**config.mk**
```make
export PLATFORM = sky130hd
export DESIGN_NAME = hyperbar_delta_net
export DESIGN_NICKNAME = d
export VERILOG_FILES = /design/src/rtl/hbn_pkg.sv /design/src/rtl/hbn_thin2thick.sv /design/src/rtl/hbn_thick2thin.sv /design/src/rtl/hbn_hyperbar.sv /design/src/rtl/hyperbar_delta_net.sv
export SDC_FILE = /design/constraint.sdc
export NUM_CORES = 2
export LEC_CHECK = 0
export CAP_MARGIN = 20
export CELL_PAD_IN_SITES_DETAIL_PLACEMENT = 0
export CELL_PAD_IN_SITES_GLOBAL_PLACEMENT = 2
export CORE_MARGIN = 2
export CORE_UTILIZATION = 40
export CTS_BUF_LIST = sky130_fd_sc_hd__clkbuf_8 sky130_fd_sc_hd__clkbuf_16
export DETAILED_ROUTE_END_ITERATION = 8
export DONT_BUFFER_PORTS = 1
export GPL_TIMING_DRIVEN = 0
export PLACE_DENSITY = 0.9
export SLEW_MARGIN = 10
export SYNTH_ARGS = -nofsm -noshare
export SYNTH_HDL_FRONTEND = slang
export SYNTH_SLANG_ARGS = --single-unit
```
**constraint.sdc**
```tcl
create_clock -name clk -period 3 [get_ports clk]
set_input_delay 0.15 -clock clk [delete_from_list [all_inputs] [get_ports clk]]
set_output_delay 0.15 -clock clk [all_outputs]
set_load 0.01 [all_outputs]
```
**src/rtl/hbn_pkg.sv**
```systemverilog
package hbn_pkg;

  // Index of the previous-boundary link that feeds link p after a perfect
  // shuffle over lg address bits (rotate right by one).
  function automatic int rotr_idx(input int p, input int lg);
    return (p >> 1) | ((p & 1) << (lg - 1));
  endfunction

endpackage

```
**src/rtl/hbn_thin2thick.sv**
```systemverilog
module hbn_thin2thick #(
  parameter int LG     = 3,
  parameter int DW     = 8,
  parameter int SRC_ID = 0,
  localparam int RW    = 1 + 2 * LG,
  localparam int DLW   = 1 + DW
) (
  input  logic             req_valid_i,
  input  logic [LG-1:0]    req_dest_i,
  input  logic [DW-1:0]    fwd_data_i,
  output logic [2*RW-1:0]  rq_o,
  output logic [2*DLW-1:0] fw_o,
  input  logic [2*DLW-1:0] bk_i,
  output logic             grant_o,
  output logic [DW-1:0]    bwd_data_o
);

  // The port occupies lane 0; lane 1 of the entry link stays empty.
  assign rq_o = {{RW{1'b0}}, req_valid_i, req_dest_i, LG'(SRC_ID)};
  assign fw_o = {{DLW{1'b0}}, 1'b1, fwd_data_i};

  // Narrow the returning thick link: either lane may carry the answer.
  assign grant_o    = bk_i[DLW-1] | bk_i[2*DLW-1];
  assign bwd_data_o = bk_i[DW-1:0] | bk_i[DLW +: DW];

endmodule

```
**src/rtl/hbn_thick2thin.sv**
```systemverilog
module hbn_thick2thin #(
  parameter int LG     = 3,
  parameter int DW     = 8,
  parameter int DST_ID = 0,
  localparam int RW    = 1 + 2 * LG,
  localparam int DLW   = 1 + DW
) (
  input  logic [2*RW-1:0]  rq_i,
  input  logic [2*DLW-1:0] fw_i,
  output logic [2*DLW-1:0] bk_o,
  input  logic [DW-1:0]    bwd_data_i,
  output logic             dst_valid_o,
  output logic [DW-1:0]    fwd_data_o,
  output logic             arrive_o,
  output logic             refuse_o,
  output logic             misroute_o,
  output logic             order_bad_o,
  output logic             spill_o
);

  logic          v0, v1;
  logic [LG-1:0] d0, d1, s0, s1;

  assign v0 = rq_i[RW-1];
  assign v1 = rq_i[2*RW-1];
  assign d0 = rq_i[LG +: LG];
  assign d1 = rq_i[RW + LG +: LG];
  assign s0 = rq_i[0 +: LG];
  assign s1 = rq_i[RW +: LG];

  // Setup-time events: lane 0 is kept, a word on lane 1 is refused.
  assign arrive_o    = v0;
  assign refuse_o    = v1;
  assign misroute_o  = (v0 && d0 != LG'(DST_ID)) || (v1 && d1 != LG'(DST_ID));
  assign order_bad_o = v0 && v1 && (s1 < s0);

  // Held circuits: only lane 0 is delivered to the thin port.
  assign dst_valid_o = fw_i[DLW-1];
  assign fwd_data_o  = fw_i[DW-1:0];
  assign spill_o     = fw_i[2*DLW-1];

  // The return word always enters on lane 0; the element gates it by state.
  assign bk_o = {{DLW{1'b0}}, 1'b1, bwd_data_i};

endmodule

```
**src/rtl/hbn_hyperbar.sv**
```systemverilog
module hbn_hyperbar #(
  parameter int LG    = 3,
  parameter int DW    = 8,
  parameter int STAGE = 0,
  localparam int RW   = 1 + 2 * LG,
  localparam int DLW  = 1 + DW,
  localparam int BIT  = LG - 1 - STAGE
) (
  input  logic             clk,
  input  logic             rst_n,
  input  logic             setup_i,
  input  logic             release_i,
  input  logic [4*RW-1:0]  rq_i,
  output logic [4*RW-1:0]  rq_o,
  input  logic [4*DLW-1:0] fw_i,
  output logic [4*DLW-1:0] fw_o,
  input  logic [4*DLW-1:0] bk_i,
  output logic [4*DLW-1:0] bk_o
);

  logic [3:0]    vl, bt, win;
  logic [LG-1:0] sr [4];
  logic [2:0]    rk [4];
  logic [3:0]    nv;
  logic [1:0]    ns [4];
  logic [3:0]    st_v;
  logic [1:0]    st_s [4];

  // Setup arbitration: rank each input lane among those bound for the same
  // thick output link; the two lowest source indices take lanes 0 and 1.
  always_comb begin
    for (int c = 0; c < 4; c++) begin
      vl[c] = rq_i[c*RW + RW - 1];
      sr[c] = rq_i[c*RW +: LG];
      bt[c] = rq_i[c*RW + LG + BIT];
    end
    for (int c = 0; c < 4; c++) begin
      rk[c] = 3'd0;
      for (int t = 0; t < 4; t++) begin
        if (t != c && vl[t] && bt[t] == bt[c] && sr[t] < sr[c])
          rk[c] = rk[c] + 3'd1;
      end
      win[c] = vl[c] && (rk[c] < 3'd2);
    end
    rq_o = '0;
    nv   = '0;
    for (int o = 0; o < 4; o++) begin
      ns[o] = 2'd0;
      for (int c = 0; c < 4; c++) begin
        if (win[c] && bt[c] == 1'(o / 2) && rk[c][0] == 1'(o % 2)) begin
          rq_o[o*RW +: RW] = rq_i[c*RW +: RW];
          nv[o] = 1'b1;
          ns[o] = 2'(c);
        end
      end
    end
  end

  // Held routing state per output lane.
  always_ff @(posedge clk or negedge rst_n) begin
    if (!rst_n) begin
      st_v <= '0;
      for (int o = 0; o < 4; o++) st_s[o] <= 2'd0;
    end else if (release_i) begin
      st_v <= '0;
    end else if (setup_i) begin
      st_v <= nv;
      for (int o = 0; o < 4; o++) st_s[o] <= ns[o];
    end
  end

  // Circuit traffic in both directions over the held selections.
  always_comb begin
    fw_o = '0;
    bk_o = '0;
    for (int o = 0; o < 4; o++) begin
      if (st_v[o]) fw_o[o*DLW +: DLW] = fw_i[st_s[o]*DLW +: DLW];
    end
    for (int c = 0; c < 4; c++) begin
      for (int o = 0; o < 4; o++) begin
        if (st_v[o] && st_s[o] == 2'(c)) bk_o[c*DLW +: DLW] = bk_i[o*DLW +: DLW];
      end
    end
  end

endmodule

```
**src/rtl/hyperbar_delta_net.sv**
```systemverilog
module hyperbar_delta_net #(
  parameter int N_PORTS = 8,
  parameter int DW      = 8,
  localparam int LG     = $clog2(N_PORTS),
  localparam int STAGES = LG,
  localparam int EPS    = N_PORTS / 2,
  localparam int LANES  = 2 * N_PORTS,
  localparam int RW     = 1 + 2 * LG,
  localparam int DLW    = 1 + DW
) (
  input  logic                  clk,
  input  logic                  rst_n,
  input  logic                  setup_i,
  input  logic                  release_i,
  input  logic [N_PORTS-1:0]    req_valid_i,
  input  logic [N_PORTS*LG-1:0] req_dest_i,
  input  logic [N_PORTS*DW-1:0] fwd_data_i,
  output logic [N_PORTS-1:0]    grant_o,
  output logic [N_PORTS*DW-1:0] bwd_data_o,
  output logic [N_PORTS-1:0]    dst_valid_o,
  output logic [N_PORTS*DW-1:0] fwd_data_o,
  input  logic [N_PORTS*DW-1:0] bwd_data_i
);

  logic [LANES*RW-1:0]  rq_b  [STAGES+1];
  logic [LANES*RW-1:0]  rq_sh [STAGES];
  logic [LANES*DLW-1:0] fw_b  [STAGES+1];
  logic [LANES*DLW-1:0] fw_sh [STAGES];
  logic [LANES*DLW-1:0] bk_b  [STAGES+1];
  logic [LANES*DLW-1:0] bk_sh [STAGES];

  // Named events for the checker.
  logic [N_PORTS-1:0] arrive_w, refuse_w, misroute_w, order_bad_w, spill_w;

  for (genvar p = 0; p < N_PORTS; p++) begin : g_src
    hbn_thin2thick #(.LG(LG), .DW(DW), .SRC_ID(p)) u_in (
      .req_valid_i (req_valid_i[p]),
      .req_dest_i  (req_dest_i[p*LG +: LG]),
      .fwd_data_i  (fwd_data_i[p*DW +: DW]),
      .rq_o        (rq_b[0][p*2*RW +: 2*RW]),
      .fw_o        (fw_b[0][p*2*DLW +: 2*DLW]),
      .bk_i        (bk_b[0][p*2*DLW +: 2*DLW]),
      .grant_o     (grant_o[p]),
      .bwd_data_o  (bwd_data_o[p*DW +: DW])
    );
  end

  for (genvar s = 0; s < STAGES; s++) begin : g_stage
    for (genvar q = 0; q < N_PORTS; q++) begin : g_shuf
      localparam int FROM = hbn_pkg::rotr_idx(q, LG);
      assign rq_sh[s][q*2*RW +: 2*RW]    = rq_b[s][FROM*2*RW +: 2*RW];
      assign fw_sh[s][q*2*DLW +: 2*DLW]  = fw_b[s][FROM*2*DLW +: 2*DLW];
      assign bk_b[s][FROM*2*DLW +: 2*DLW] = bk_sh[s][q*2*DLW +: 2*DLW];
    end
    for (genvar e = 0; e < EPS; e++) begin : g_elem
      hbn_hyperbar #(.LG(LG), .DW(DW), .STAGE(s)) u_hb (
        .clk       (clk),
        .rst_n     (rst_n),
        .setup_i   (setup_i),
        .release_i (release_i),
        .rq_i      (rq_sh[s][e*4*RW +: 4*RW]),
        .rq_o      (rq_b[s+1][e*4*RW +: 4*RW]),
        .fw_i      (fw_sh[s][e*4*DLW +: 4*DLW]),
        .fw_o      (fw_b[s+1][e*4*DLW +: 4*DLW]),
        .bk_i      (bk_b[s+1][e*4*DLW +: 4*DLW]),
        .bk_o      (bk_sh[s][e*4*DLW +: 4*DLW])
      );
    end
  end

  for (genvar d = 0; d < N_PORTS; d++) begin : g_dst
    hbn_thick2thin #(.LG(LG), .DW(DW), .DST_ID(d)) u_out (
      .rq_i        (rq_b[STAGES][d*2*RW +: 2*RW]),
      .fw_i        (fw_b[STAGES][d*2*DLW +: 2*DLW]),
      .bk_o        (bk_b[STAGES][d*2*DLW +: 2*DLW]),
      .bwd_data_i  (bwd_data_i[d*DW +: DW]),
      .dst_valid_o (dst_valid_o[d]),
      .fwd_data_o  (fwd_data_o[d*DW +: DW]),
      .arrive_o    (arrive_w[d]),
      .refuse_o    (refuse_w[d]),
      .misroute_o  (misroute_w[d]),
      .order_bad_o (order_bad_w[d]),
      .spill_o     (spill_w[d])
    );
  end

endmodule

```
== Word-level counts from Yosys, hierarchy flattened ==
Cells that the tools add are included.
Word-level totals
  flip-flop bits (word level): 144
  bits of input ports: 164
  output and inout bits: 144
Operators by class
  add/subtract/negate cells: 64
  multipliers: 40
  $lt $le $gt $ge: 132
  equality and inequality tests: 244
  shifts and indexed selects: 40
  multiplexer cells: 708
  bitwise operators: 93
  reduce and logical (&&, ||, !) cells: 698
Operators with widths (count)
  $mux W9: 232
  $shiftx A36 B7 Y9: 40
  $logic_and A1 B1 Y1: 648
  $mux W7: 88
  $lt A3 B3 Y1: 96
  $mul A2 B4 Y6 const B: 40
  $mux W1: 220
  $add A3 B1 Y3 const B: 64
  $eq A2 B2 Y1 const B: 96
  $mux W3: 64
  $mux W2: 80
  $lt A3 B2 Y1 const B: 36
  $eq A1 B1 Y1: 100
  $eq A2 B1 Y1 const B: 48
  $logic_not A2 Y1: 48
  $mux W4: 24
  $not A1 Y1: 77
  $or A8 B8 Y8: 8
  $or A1 B1 Y1: 8
  $reduce_and A2 Y1: 1
  $reduce_bool A2 Y1: 1

== Logic depth before layout (Yosys ltp) ==
  depth in word-level cells: 42
  gate-level depth with buffers: 26

== Hierarchy ==
A second synthesis with hierarchy kept.
Second synthesis, totals
  cells, all modules: 7520
  area total of the unflattened synthesis: 60789.6 µm²
Modules (own cells, without submodules)
  hbn_hyperbar at g_stage[1].g_elem[0].u_hb ...: times used 6, cells each 591, area each 4895.9 µm², sequential area each 300.3 µm²
  hbn_hyperbar at g_stage[0].g_elem[0].u_hb ...: times used 4, cells each 526, area each 4152.7 µm², sequential area each 300.3 µm²
  hbn_hyperbar at g_stage[1].g_elem[1].u_hb ...: times used 2, cells each 591, area each 4897.2 µm², sequential area each 300.3 µm²
  hbn_thin2thick: times used 8, cells each 43, area each 304.0 µm², sequential area each 0.0 µm²
  hbn_thick2thin at g_dst[1].u_out ...: times used 3, cells each 43, area each 324.1 µm², sequential area each 0.0 µm²
  hbn_thick2thin at g_dst[3].u_out ...: times used 3, cells each 43, area each 322.8 µm², sequential area each 0.0 µm²
  hbn_thick2thin at g_dst[0].u_out ...: times used 2, cells each 43, area each 317.8 µm², sequential area each 0.0 µm²

== Least setup slack after synthesis ==
No wires, ideal clock.
  path type: input to register
  start point: in req_valid_i[7]
  end point: reg g_stage[2].g_elem[0].u_hb.st_v[3]
  library setup time: 0.137 ns
  arrival: 5.030 ns
  required time: 2.863 ns
  slack: -2.167 ns
  cell stages on the path: 21
  cell sequence: buf_2 -> nor2b_1 -> nand2_1 -> inv_1 -> ha_1 -> or4_1 -> fa_1 -> nor2b_1 -> nand3_1 -> a21oi_1 -> a21oi_1 -> o22ai_1 -> inv_1 -> ha_1 -> nor2b_1 -> or4_1 -> fa_1 -> nand2b_1 -> nor2_1 -> a2111oi_0 -> o32ai_1
Between the ends
  word-level cells in the longest chain between the ends: 34
  elaborated cells between the ends (all ways): 174
  those cells by class: add/sub: 12; order compare: 28; eq/ne: 20; mux: 36; bitwise: 6; reduce/logical: 72
RTL lines
  from (decl): line hyperbar_delta_net.sv:15  | input logic [N_PORTS-1:0] req_valid_i,
  parallel branches: the longest is 31 deep, another holds $lt A3 B3 Y1
  $mux W1 *: line hbn_hyperbar.sv:50  | if (win[c] && bt[c] == 1'(o / 2) && rk[c][0] == 1'(o % 2)) begin
  $mux W4 *: line hbn_hyperbar.sv:66  | end else if (setup_i) begin
  $mux W4 *: line hbn_hyperbar.sv:64  | end else if (release_i) begin
  to (signal assigned): line hbn_hyperbar.sv:67  | st_v <= nv;
  to (decl): line hbn_hyperbar.sv:26  | logic [3:0] st_v;
Every way passes the cells marked *. The select of a mux whose other input is x is not followed.
A chain may end at the register's enable or synchronous reset.

== Worst setup path after layout ==
  start point: in req_dest_i[23]
  end point: reg g_stage[2].g_elem[0].u_hb.st_v[0]
Between the ends
  word-level cells in the longest chain between the ends: 38
  elaborated cells between the ends (all ways): 186
  those cells by class: add/sub: 12; order compare: 29; eq/ne: 21; mux: 37; bitwise: 14; reduce/logical: 73
RTL lines
  from (decl): line hyperbar_delta_net.sv:16  | input logic [N_PORTS*LG-1:0] req_dest_i,
  parallel branches: the longest is 35 deep, another holds $lt A3 B2 Y1
  $mux W1 *: line hbn_hyperbar.sv:50
  $mux W4 *: line hbn_hyperbar.sv:66
  $mux W4 *: line hbn_hyperbar.sv:64
Marks and branches as above.

==> metrics.log <==
[metrics] clock insertion delay at the later pin of the skew report: 0.44 ns
[metrics] dominant cell by count in the synthesized netlist: sky130_fd_sc_hd__nand2_1
[metrics] worst-case headroom to the max-slew limit: 21.68%
[metrics] f_max: 0.2229 GHz
[metrics] final net count: 4545
[metrics] setup violation total in the final timing report: 112
[metrics] routed length per instance: 33.47 microns
[metrics] number of synthesized register bits: 128
[metrics] top cells by count, synth: 470 x sky130_fd_sc_hd__nand2_1, 275 x sky130_fd_sc_hd__nor2_1, 239 x sky130_fd_sc_hd__nor2b_1, 235 x sky130_fd_sc_hd__a21oi_1, 216 x sky130_fd_sc_hd__mux4_2
[metrics] required time worst endpoint: 3.35 ns
[metrics] worst-case setup margin in the final layout: -1.485 ns
[metrics] ratio of cells with drive above 1 in the final layout: 47.63%
[metrics] failing checks: negative hold slack, negative setup slack
[metrics] Reg clk slew, reported paths: 0.06 ns
[metrics] Top-Level Pins: 308
[metrics] global-route wire length before repair: 245700 microns
[metrics] largest net degree at the start of global routing: 129
[metrics] final hold vios: 128
[metrics] most frequently used flop master after synthesis: sky130_fd_sc_hd__dfrtp_1
[metrics] synthesized area per cell: 7.692 sq um
[metrics] number of synthesized flops with an enable pin: 0
[metrics] result of the run: complete, but fails checks
[metrics] VDD IR max: 283.6 uV
[metrics] detailed-placement wirelength estimate: 137900 microns
[metrics] Synth area leader: sky130_fd_sc_hd__mux4_2
[metrics] All-Layer GR Usage: 42.92%
[metrics] clock tree from TritonCTS: done
[metrics] kind of critical path: in -> reg
[metrics] initial antenna violation count: 10
[metrics] die area: 77810 sq um
[metrics] Final Critical Period: 4.485 ns
[metrics] unrepaired setup endpoints after global routing: true
[metrics] number of clock sinks: 128
[metrics] layout overhead on the synthesized area: 45.05%
[metrics] global-route congestion overflow total: 0
[metrics] post-synthesis cell area: 30240 sq um
[metrics] cell row count: 100
[metrics] Post-CTS Hold Buffers: 3
[metrics] TritonCTS buffer count: 17
[metrics] Cells after Synth: 3931
[metrics] slew at the pin closest to its max-slew limit: 1.170 ns
[metrics] critical path startpoint category: input port
[metrics] initial cell density of the core: 40.48%
[metrics] areal power density over the cells: 268.6 nW/um^2
[metrics] die span in x: 279.0 microns
[metrics] Residual DRC: 0
[metrics] number of detailed-route iterations in the first pass: 8
[metrics] Worst Setup Slack post-DPL: -2.705 ns
[metrics] average via count per standard cell: 7.140
[metrics] number of routed nets with antenna violations: 0
[metrics] instance count after placement with tap cells included: 4914
[metrics] worst hold-check slack: -0.5981 ns
[metrics] height of the chip: 279.0 microns
[metrics] sequential share of the synthesized area: 10.59%
[metrics] maximum number of buffers from clock root to sink: 2
[metrics] Hold Path Class: in -> async
[metrics] Data arrival, critical path: 4.84 ns
[metrics] count of final max-slew check failures: 0
[metrics] ys async rst share: 100.0%
[metrics] Cell variety after synth: 119
[metrics] count of max-cap constraint violations: 0
[metrics] leakage power: 14.80 nW
[metrics] count of buffers from port buffering: 0
[metrics] number of global-route vias before repair: 35140
[metrics] non-filler instance count after layout: 5295
[metrics] Setup Skew: 0 ns
[metrics] Synth area leaders: sky130_fd_sc_hd__mux4_2 16%, sky130_fd_sc_hd__dfrtp_1 11%, sky130_fd_sc_hd__mux2i_1 6.3%
[metrics] cell at the root of the clock tree: sky130_fd_sc_hd__clkbuf_16
[metrics] total power after layout: 0.01178 W
[metrics] placeable core area: 74700 sq um
[metrics] endpoint kind of the worst setup timing path: register
[metrics] critical path fanouts, max: 10
[metrics] number of DRC markers in iteration 0: 4990
[metrics] final wirelength: 177200 microns
[metrics] filler instances: 6600
[metrics] Reg2Reg Depth: 4
[metrics] count of warnings emitted by yosys: 0
[metrics] H-tree level count: 4
[metrics] top cell type's share of synthesized area: 16.09%
[metrics] total number of vias: 37810
[metrics] gp weighted congestion: 1.075
[metrics] share of the clock period used by the worst path: 149.5%
-- area by class of cell --
cell class / instances / area (sq um) / share of cell area [%]
Antenna cell: 18 / 45.04 / 0.1027
Buffer: 308 / 2117 / 4.827
Clock buffer: 21 / 480.5 / 1.095
Clock inverter: 10 / 112.6 / 0.2567
Inverter: 82 / 362.8 / 0.8273
Multi-Input combinational cell: 3355 / 32720 / 74.59
Sequential cell: 128 / 3278 / 7.474
Tap cell: 969 / 1212 / 2.764
Timing Repair Buffer: 404 / 3537 / 8.064
-- sequential cells by signal, indices dropped and copies added (netlist names) --
register                  cells
g_stage.g_elem.u_hb.st_v     48
g_stage.g_elem.u_hb.st_s     80
-- what timing repair did --
action / CTS / global route
setup buffers: 244 / 162
endpoints found under the setup margin: 186 / 169
endpoints found under the hold margin: 132 / 128
pin swaps: 278 / 333
resized for setup: 1079 / 649
cloned: 0 / 6
-- power breakdown --
| part | internal, W | leakage, nW | switching, W |
|---|---|---|---|
| clock network | 0.00130 | 0.290 | 0.000849 |
| logic | 0.00315 | 12.9 | 0.00416 |
| registers | 0.00190 | 1.61 | 0.000419 |
| total | 0.00635 | 14.8 | 0.00543 |
-- path summary, 6_finish.rpt --
path / to / from / slack, ns
worst max-delay path: g_stage[2].g_elem[0].u_hb.st_v[0] / req_dest_i[23] / -1.49
worst min-delay path: g_stage[2].g_elem[2].u_hb.st_s[4] / rst_n / -0.60
worst max register to register: g_stage[2].g_elem[2].u_hb.st_s[2] / g_stage[2].g_elem[2].u_hb.st_s[2] / 1.29
worst min register to register: g_stage[2].g_elem[0].u_hb.st_s[5] / g_stage[2].g_elem[0].u_hb.st_s[5] / 0.59
max in group asynchronous: g_stage[1].g_elem[0].u_hb.st_s[2] / rst_n / 3.29
min in group clk: g_stage[0].g_elem[1].u_hb.st_s[7] / req_dest_i[17] / 0.02
-- worst max-delay path, cell delays in order --
cell	delay, ns
sky130_fd_sc_hd__buf_6	0.14
sky130_fd_sc_hd__nor2b_4	0.16
sky130_fd_sc_hd__nand2_4	0.07
sky130_fd_sc_hd__inv_2	0.06
sky130_fd_sc_hd__ha_4	0.19
sky130_fd_sc_hd__or4_4	0.52
sky130_fd_sc_hd__fa_2	0.51
sky130_fd_sc_hd__nor2b_4	0.19
sky130_fd_sc_hd__nand3_4	0.13
sky130_fd_sc_hd__a21oi_4	0.18
sky130_fd_sc_hd__a21oi_2	0.05
sky130_fd_sc_hd__o22ai_2	0.15
sky130_fd_sc_hd__inv_2	0.09
sky130_fd_sc_hd__ha_4	0.25
sky130_fd_sc_hd__nor2b_1	0.13
sky130_fd_sc_hd__or4_4	0.42
sky130_fd_sc_hd__fa_1	0.57
sky130_fd_sc_hd__buf_4	0.12
sky130_fd_sc_hd__nand2_4	0.06
sky130_fd_sc_hd__o32a_1	0.41
sky130_fd_sc_hd__a211oi_2	0.26
-- cells in the final DEF, fill, tap and decap left out, types with 25 or more instances in the layout --
cell type                  netlist  final
sky130_fd_sc_hd__nand3b_1       46     46
sky130_fd_sc_hd__a21oi_4         0     53
sky130_fd_sc_hd__buf_1          42     26
sky130_fd_sc_hd__and3_1         50     33
sky130_fd_sc_hd__ha_1           53     31
sky130_fd_sc_hd__nor2b_1       239    212
sky130_fd_sc_hd__nand3_1        90     60
sky130_fd_sc_hd__inv_1          71     52
sky130_fd_sc_hd__nor3_4          0     43
sky130_fd_sc_hd__nor3b_4         0     32
sky130_fd_sc_hd__mux4_2        216    216
sky130_fd_sc_hd__nand2_1       470    428
sky130_fd_sc_hd__o21ai_1        11     37
sky130_fd_sc_hd__nor2_1        275    216
sky130_fd_sc_hd__dfrtp_1       128     72
sky130_fd_sc_hd__buf_4          83    422
sky130_fd_sc_hd__a221oi_4        0     35
sky130_fd_sc_hd__nor2_2          0     37
sky130_fd_sc_hd__a21oi_1       235     93
sky130_fd_sc_hd__clkbuf_2        0     31
sky130_fd_sc_hd__mux2i_1       189    167
sky130_fd_sc_hd__o22ai_2         0     28
sky130_fd_sc_hd__clkbuf_1      214     72
sky130_fd_sc_hd__dfrtp_2         0     54
sky130_fd_sc_hd__a21oi_2         3     93
sky130_fd_sc_hd__buf_6           2     81
sky130_fd_sc_hd__o21ai_2         2     33
sky130_fd_sc_hd__nand2b_1       48     33
sky130_fd_sc_hd__a31oi_1        53     34
sky130_fd_sc_hd__a211oi_1       52     25
sky130_fd_sc_hd__nor3_1        195     64
sky130_fd_sc_hd__nand4_1        53     53
sky130_fd_sc_hd__o22ai_1       110     75
sky130_fd_sc_hd__o21ai_0       178    112
sky130_fd_sc_hd__a22oi_2         2     25
sky130_fd_sc_hd__nor3_2          5     93
-- metal layers --
metal | track usage [%] | up-vias | wire (microns) | part of all wire (%)
li1 | - | 15770 | - | -
met1 | 52.53 | 18600 | 63610 | 36
met2 | 66.24 | 2738 | 76950 | 43
met3 | 14.19 | 695 | 23400 | 13
met4 | 24.10 | 8 | 13070 | 7.4
met5 | 1.188 | - | 172 | 0.097
-- logic make-up after synthesis --
kind of cell	count (synthesis)	synth area share, %
buffers and inverters	462	6.984
other	2	0.02484
DFF	128	10.59
and+or+nand+nor	1747	30.57
adders and majority gates	90	4.477
muxes	407	22.42
AOI/OAI and AO/OA	1044	23.46
xor gates and xnor gates	51	1.477
-- stage by stage --
step                util (%)  setup TNS [ns]  instance area, sq um
finish                 58.72          -64.45                 43860
detailed placement     43.26         -160.84                 32310
global placement       43.24         -160.59                 32300
global route           58.66          -73.88                 43820
CTS                    52.88          -56.19                 39500
floorplan                  -          -68.93                 31080
No activity file was read; power rests on OpenSTA's default activity.
